<file path="src/rtl/audio_irq_pkg.sv">
package audio_irq_pkg;
  localparam int REG_AW = 3;

  localparam logic [REG_AW-1:0] A_STATUS = 3'd0;
  localparam logic [REG_AW-1:0] A_MASK   = 3'd1;
  localparam logic [REG_AW-1:0] A_INBOX  = 3'd2;
  localparam logic [REG_AW-1:0] A_OUTBOX = 3'd3;
  localparam logic [REG_AW-1:0] A_BELL   = 3'd4;

  // Bit positions inside the bell register
  localparam int BELL_IN_BIT  = 0;
  localparam int BELL_OUT_BIT = 1;
endpackage

</file>
<file path="src/rtl/irq_view.sv">
// One processor's view: enable mask plus registered aggregate line.
module irq_view #(
  parameter int SRC_W = 11
) (
  input  logic             clk,
  input  logic             rst,
  input  logic [SRC_W-1:0] status,
  input  logic             mask_we,
  input  logic [SRC_W-1:0] mask_wdata,
  input  logic             extra_irq,
  output logic [SRC_W-1:0] mask_q,
  output logic             irq_q
);
  always_ff @(posedge clk) begin
    if (rst) begin
      mask_q <= '0;
      irq_q  <= 1'b0;
    end else begin
      if (mask_we) mask_q <= mask_wdata;
      irq_q <= (|(status & mask_q)) | extra_irq;
    end
  end
endmodule

</file>
<file path="src/rtl/bell_mbox.sv">
// Message word with a sticky doorbell flag; ring has priority over clear.
module bell_mbox #(
  parameter int MSG_W = 32
) (
  input  logic             clk,
  input  logic             rst,
  input  logic             ring,
  input  logic [MSG_W-1:0] ring_data,
  input  logic             ack,
  output logic [MSG_W-1:0] msg_q,
  output logic             pend_q
);
  always_ff @(posedge clk) begin
    if (rst) begin
      msg_q  <= '0;
      pend_q <= 1'b0;
    end else begin
      if (ring) begin
        msg_q  <= ring_data;
        pend_q <= 1'b1;
      end else if (ack) begin
        pend_q <= 1'b0;
      end
    end
  end
endmodule

</file>
<file path="src/rtl/reg_port.sv">
// Registered read mux for one side's register window.
module reg_port
  import audio_irq_pkg::*;
#(
  parameter int SRC_W  = 11,
  parameter int DATA_W = 32
) (
  input  logic              clk,
  input  logic              rst,
  input  logic [REG_AW-1:0] addr,
  input  logic [SRC_W-1:0]  status,
  input  logic [SRC_W-1:0]  mask,
  input  logic [DATA_W-1:0] inbox,
  input  logic [DATA_W-1:0] outbox,
  input  logic              in_pend,
  input  logic              out_pend,
  output logic [DATA_W-1:0] rdata_q
);
  localparam int PAD_W = DATA_W - SRC_W;

  logic [DATA_W-1:0] rd_next;
  logic [DATA_W-1:0] bell_word;

  always_comb begin
    bell_word = '0;
    bell_word[BELL_IN_BIT]  = in_pend;
    bell_word[BELL_OUT_BIT] = out_pend;
  end

  always_comb begin
    case (addr)
      A_STATUS: rd_next = {{PAD_W{1'b0}}, status};
      A_MASK:   rd_next = {{PAD_W{1'b0}}, mask};
      A_INBOX:  rd_next = inbox;
      A_OUTBOX: rd_next = outbox;
      A_BELL:   rd_next = bell_word;
      default:  rd_next = '0;
    endcase
  end

  always_ff @(posedge clk) begin
    if (rst) rdata_q <= '0;
    else     rdata_q <= rd_next;
  end
endmodule

</file>
<file path="src/rtl/audio_irq_hub.sv">
module audio_irq_hub
  import audio_irq_pkg::*;
#(
  parameter int NUM_PORTS = 3,
  parameter int NUM_DMA   = 8,
  parameter int DATA_W    = 32
) (
  input  logic                 clk,
  input  logic                 rst,
  input  logic [NUM_PORTS-1:0] port_irq,
  input  logic [NUM_DMA-1:0]   dma_irq,
  input  logic [REG_AW-1:0]    dsp_addr,
  input  logic                 dsp_we,
  input  logic [DATA_W-1:0]    dsp_wdata,
  output logic [DATA_W-1:0]    dsp_rdata,
  input  logic [REG_AW-1:0]    host_addr,
  input  logic                 host_we,
  input  logic [DATA_W-1:0]    host_wdata,
  output logic [DATA_W-1:0]    host_rdata,
  output logic                 dsp_irq,
  output logic                 host_periph_irq,
  output logic                 host_bell_irq
);
  localparam int SRC_W = NUM_PORTS + NUM_DMA;

  logic [SRC_W-1:0]  src_cat;
  logic [SRC_W-1:0]  status_q;
  logic [SRC_W-1:0]  dsp_mask, host_mask;
  logic [DATA_W-1:0] h2d_msg, d2h_msg;
  logic              h2d_pend, d2h_pend;
  logic              host_bell_q;

  // Source concatenation: ports first, then DMA channels
  for (genvar gp = 0; gp < NUM_PORTS; gp++) begin : g_port
    assign src_cat[gp] = port_irq[gp];
  end
  for (genvar gd = 0; gd < NUM_DMA; gd++) begin : g_dma
    assign src_cat[NUM_PORTS+gd] = dma_irq[gd];
  end

  always_ff @(posedge clk) begin
    if (rst) begin
      status_q    <= '0;
      host_bell_q <= 1'b0;
    end else begin
      status_q    <= src_cat;
      host_bell_q <= d2h_pend;
    end
  end

  logic host_ring, dsp_ring, dsp_ack, host_ack;
  assign host_ring = host_we && (host_addr == A_OUTBOX);
  assign dsp_ring  = dsp_we  && (dsp_addr  == A_OUTBOX);
  assign dsp_ack   = dsp_we  && (dsp_addr  == A_BELL) && dsp_wdata[BELL_IN_BIT];
  assign host_ack  = host_we && (host_addr == A_BELL) && host_wdata[BELL_IN_BIT];

  irq_view #(.SRC_W(SRC_W)) u_dsp_view (
    .clk(clk), .rst(rst), .status(status_q),
    .mask_we(dsp_we && (dsp_addr == A_MASK)),
    .mask_wdata(dsp_wdata[SRC_W-1:0]),
    .extra_irq(h2d_pend),
    .mask_q(dsp_mask), .irq_q(dsp_irq)
  );

  irq_view #(.SRC_W(SRC_W)) u_host_view (
    .clk(clk), .rst(rst), .status(status_q),
    .mask_we(host_we && (host_addr == A_MASK)),
    .mask_wdata(host_wdata[SRC_W-1:0]),
    .extra_irq(1'b0),
    .mask_q(host_mask), .irq_q(host_periph_irq)
  );

  bell_mbox #(.MSG_W(DATA_W)) u_h2d (
    .clk(clk), .rst(rst), .ring(host_ring), .ring_data(host_wdata),
    .ack(dsp_ack), .msg_q(h2d_msg), .pend_q(h2d_pend)
  );

  bell_mbox #(.MSG_W(DATA_W)) u_d2h (
    .clk(clk), .rst(rst), .ring(dsp_ring), .ring_data(dsp_wdata),
    .ack(host_ack), .msg_q(d2h_msg), .pend_q(d2h_pend)
  );

  reg_port #(.SRC_W(SRC_W), .DATA_W(DATA_W)) u_dsp_port (
    .clk(clk), .rst(rst), .addr(dsp_addr), .status(status_q),
    .mask(dsp_mask), .inbox(h2d_msg), .outbox(d2h_msg),
    .in_pend(h2d_pend), .out_pend(d2h_pend), .rdata_q(dsp_rdata)
  );

  reg_port #(.SRC_W(SRC_W), .DATA_W(DATA_W)) u_host_port (
    .clk(clk), .rst(rst), .addr(host_addr), .status(status_q),
    .mask(host_mask), .inbox(d2h_msg), .outbox(h2d_msg),
    .in_pend(d2h_pend), .out_pend(h2d_pend), .rdata_q(host_rdata)
  );

  assign host_bell_irq = host_bell_q;
endmodule

</file>
<file path="config.mk">
export PLATFORM = sky130hd
export DESIGN_NAME = audio_irq_hub
export DESIGN_NICKNAME = d
export VERILOG_FILES = /design/src/rtl/audio_irq_pkg.sv /design/src/rtl/irq_view.sv /design/src/rtl/bell_mbox.sv /design/src/rtl/reg_port.sv /design/src/rtl/audio_irq_hub.sv
export SDC_FILE = /design/constraint.sdc
export NUM_CORES = 1
export LEC_CHECK = 0
export BUFFER_PORTS_ARGS = -buffer_cell sky130_fd_sc_hd__buf_2
export CORE_UTILIZATION = 57
export CTS_CLUSTER_SIZE = 14
export DETAILED_ROUTE_END_ITERATION = 8
export GPL_ROUTABILITY_DRIVEN = 0
export PLACE_DENSITY = 0.83
export SETUP_SLACK_MARGIN = 0.02
export SLEW_MARGIN = 20
export SYNTH_ARGS = -nofsm -noshare
export SYNTH_HDL_FRONTEND = slang
export SYNTH_SLANG_ARGS = --single-unit
</file>
<file path="constraint.sdc">
create_clock -name clk -period 3.6 [get_ports clk]
set_clock_uncertainty 0.05 [all_clocks]
set_input_delay 0.54 -clock clk [delete_from_list [all_inputs] [get_ports clk]]
set_output_delay 0.54 -clock clk [all_outputs]
set_load 0.005 [all_outputs]
</file>
==> impl_metrics.ini <==
[synth]
synth_nets = 746
synth_xor_area_frac = 0
synth.top_cell.area_share = 0.528
synth-compound-area-share = 0.0963
synth_top_family_by_area = simple AND/OR/NAND/NOR gates
yosysTopAreaCell = dfxtp_1
ys_ff_latch = 166
muxShareOfSynthArea = 0.144
async_reset_ff_frac = 0
synthFlopType = dfxtp_1
synthTopCellsByArea = dfxtp_1 (53%), nand2_1 (11%), a21oi_1 (7.3%)
syn_inst = 661
synth-adder-area-share = 0
synthTopCellsByCount = nand2_1 (178), dfxtp_1 (166), a21oi_1 (92)
synth_cell_types = 35
yosys.area_share.simple = 0.187
synth_edf_count = 0
synth_warnings = 0
syn_area_per_cell_sq_um = 9.51
seq_area_frac_synth = 0.528
yosysMostFrequentCell = nand2_1
netlist_area_sq_mm = 0.00629

[worst_setup_path]
crit_cells = 4
worstPathArrival_ns = 2.32
crit_path_end = u_dsp_view.mask_q[1]$_SDFFE_PP0P_
critPathKind = in2reg
reg2reg_from = status_q[5]$_SDFF_PP0_
path_cells = buf_2, nand4bb_1, nand2_1, a21oi_1
r2r_cells = 3
r2r-end = u_host_view.irq_q$_SDFF_PP0_
worst-path-buf-inv = 1
cp_data_required_time_ns = 3.92
rrSetupSlack_ns = 2.30
crit_fanout = 37
crit_path_top_delay_cell = buf_2
crit_path_start = dsp_addr[0]
cp_top_family = simple AND/OR/NAND/NOR gates
slowest_delay_ns = 0.80
worstSetupEndpointType = register
cp-start-kind = input port

[final_layout]
register_area_sq_mm = 0.00332
multi_input_comb_area_sq_mm = 0.00269
fin_util = 0.723
synthToLayoutAreaGrowth_pct = 20.8
nFillCells = 744
final_nets = 876
drive_above_1_share = 0.271

[timing]
worst_pin_slew_ns = 1.08
hold_viol_final = 0
rsz0062_at_grt = false
max_freq_ghz = 0.500
worst_slack_ns = 1.60
finalSetupViolations = 0
period_minus_slack_ns = 2.00
fin_crit_sh = 0.556
max_slew_margin = 0.277
drv_slew = 0
setup_tns_ns = 0

[power]
power_density_mw_per_mm2 = 515
vdd_drop_max_v = 0.000316
combPwrFrac = 0.062
power_mw = 3.91
pwr-share-seq = 0.485
p_switching_uw = 933
switching_share = 0.238
power.leakage_nw = 3.15
power_frac_clock = 0.453
intPower_mw = 2.98

[global_routing]
grt_overflow = 0
antenna_found_initial = 0
grt_max_degree = 107
grt_pass1_wl_um = 25800
grtUsageTotal = 0.299
grt_pass1_vias = 5230

[cts]
clk_pin_slew_ns = 0.07
cts_tree = built
cts_root_buf = clkbuf_8
cts_made_buffers = 17
cts_num_sinks = 166
ctsResizeCount = 0
ctsLongestPathBuffers = 2
hold_buffers = 0
cts_setup_buffers = 0
clk_latency_ns = 0.53
cts_max_level = 4

[placement]
numPortBuffers = 151
pre_cts_ws_ns = 1.12
hpwl_um = 10900

[worst_hold_path]
hp-class = in2reg
min_path_cells = 2

[route]
vias_per_cell = 5.65
drcViolationCount = 0
wl_per_cell_um = 17.4
dr_total_vias = 5320
detail_route.iter0.violations = 440
first_pass_iters = 5
final_antenna_net_count = 0
routed_wl_um = 16400

[floorplan]
pin_count = 152
die_width_um = 107
dieArea_sq_mm = 0.0115
core_sq_mm = 0.0105
die_y_um = 107
start_util = 0.598
rows = 37

[job]
cap_violations = 0

[outcome]
status = complete, no violations
[cells in the final DEF (no fill, tap or decap), drive strengths merged, types with 6 or more instances in the layout]
cell type  count
a21oi         92
nor2b         12
mux4          20
and2          18
clkinv         6
nor2          45
mux2i         43
inv            8
buf          159
nand2        178
clkbuf        17
dfxtp        166
[worst min path at each step]
stage / startpoint / endpoint / slack (ns)
after floorplan: u_d2h.msg_q[0]$_SDFFE_PP0P_ / u_d2h.msg_q[0]$_SDFFE_PP0P_ / 0.39
after global routing: dma_irq[0] / status_q[3]$_SDFF_PP0_ / 0.15
after CTS: port_irq[2] / status_q[2]$_SDFF_PP0_ / 0.16
final: dma_irq[0] / status_q[3]$_SDFF_PP0_ / 0.16
after detailed placement: u_h2d.msg_q[9]$_SDFFE_PP0P_ / u_h2d.msg_q[9]$_SDFFE_PP0P_ / 0.41
after global placement: u_h2d.msg_q[6]$_SDFFE_PP0P_ / u_h2d.msg_q[6]$_SDFFE_PP0P_ / 0.40
[metrics by stage]
step                std cells  hold WS (ns)  instance area (sq um)
floorplan                 661         0.392                   6290
global placement          908         0.399                   7010
detailed placement        908         0.410                   7010
CTS                       940         0.155                   7590
global route              940         0.151                   7590
finish                    941         0.165                   7600
[power groups by stage]
stage | Sequential, mW | Clock [mW] | Combinational, mW
2_1_floorplan | 1.93 | 0 | 0.150
3_3_place_gp | 1.94 | 0 | 0.230
3_5_place_dp | 1.94 | 0 | 0.236
4_1_cts | 1.90 | 1.79 | 0.238
5_1_grt | 1.90 | 1.88 | 0.259
6_report | 1.90 | 1.77 | 0.241
[area by class of cell]
cell class / instances / share of cell area
Antenna cell: 1 / 0.000329
Clock buffer: 17 / 0.0545
Clock inverter: 15 / 0.0224
Inverter: 3 / 0.00148
Multi-Input combinational cell: 444 / 0.354
Sequential cell: 166 / 0.437
Tap cell: 136 / 0.0224
Timing Repair Buffer: 159 / 0.108
[logic make-up after synthesis]
family                 count (synthesis)
flip-flops                           166
multiplexers                          65
AND/OR/NAND/NOR                      269
buffers and inverters                 51
AO/OA/AOI/OAI                        110
[sequential cells by signal, indices dropped and copies added, names as in the netlist]
signal / cells
u_h2d.pend_q: 1
u_host_port.rdata_q: 32
u_d2h.msg_q: 32
u_host_view.mask_q: 11
host_bell_irq: 1
u_d2h.pend_q: 1
u_dsp_view.mask_q: 11
status_q: 11
u_h2d.msg_q: 32
u_host_view.irq_q: 1
u_dsp_view.irq_q: 1
u_dsp_port.rdata_q: 32
[metal layers]
layer  wire [um]  vias to the layer above  GRT usage
met5           0                        -          0
met4         486                        0      0.141
met3        1550                       42     0.0809
met2        7890                      314      0.485
met1        6480                     2485      0.371
li1            -                     2479          -
(Power assumes the default switching activity.)
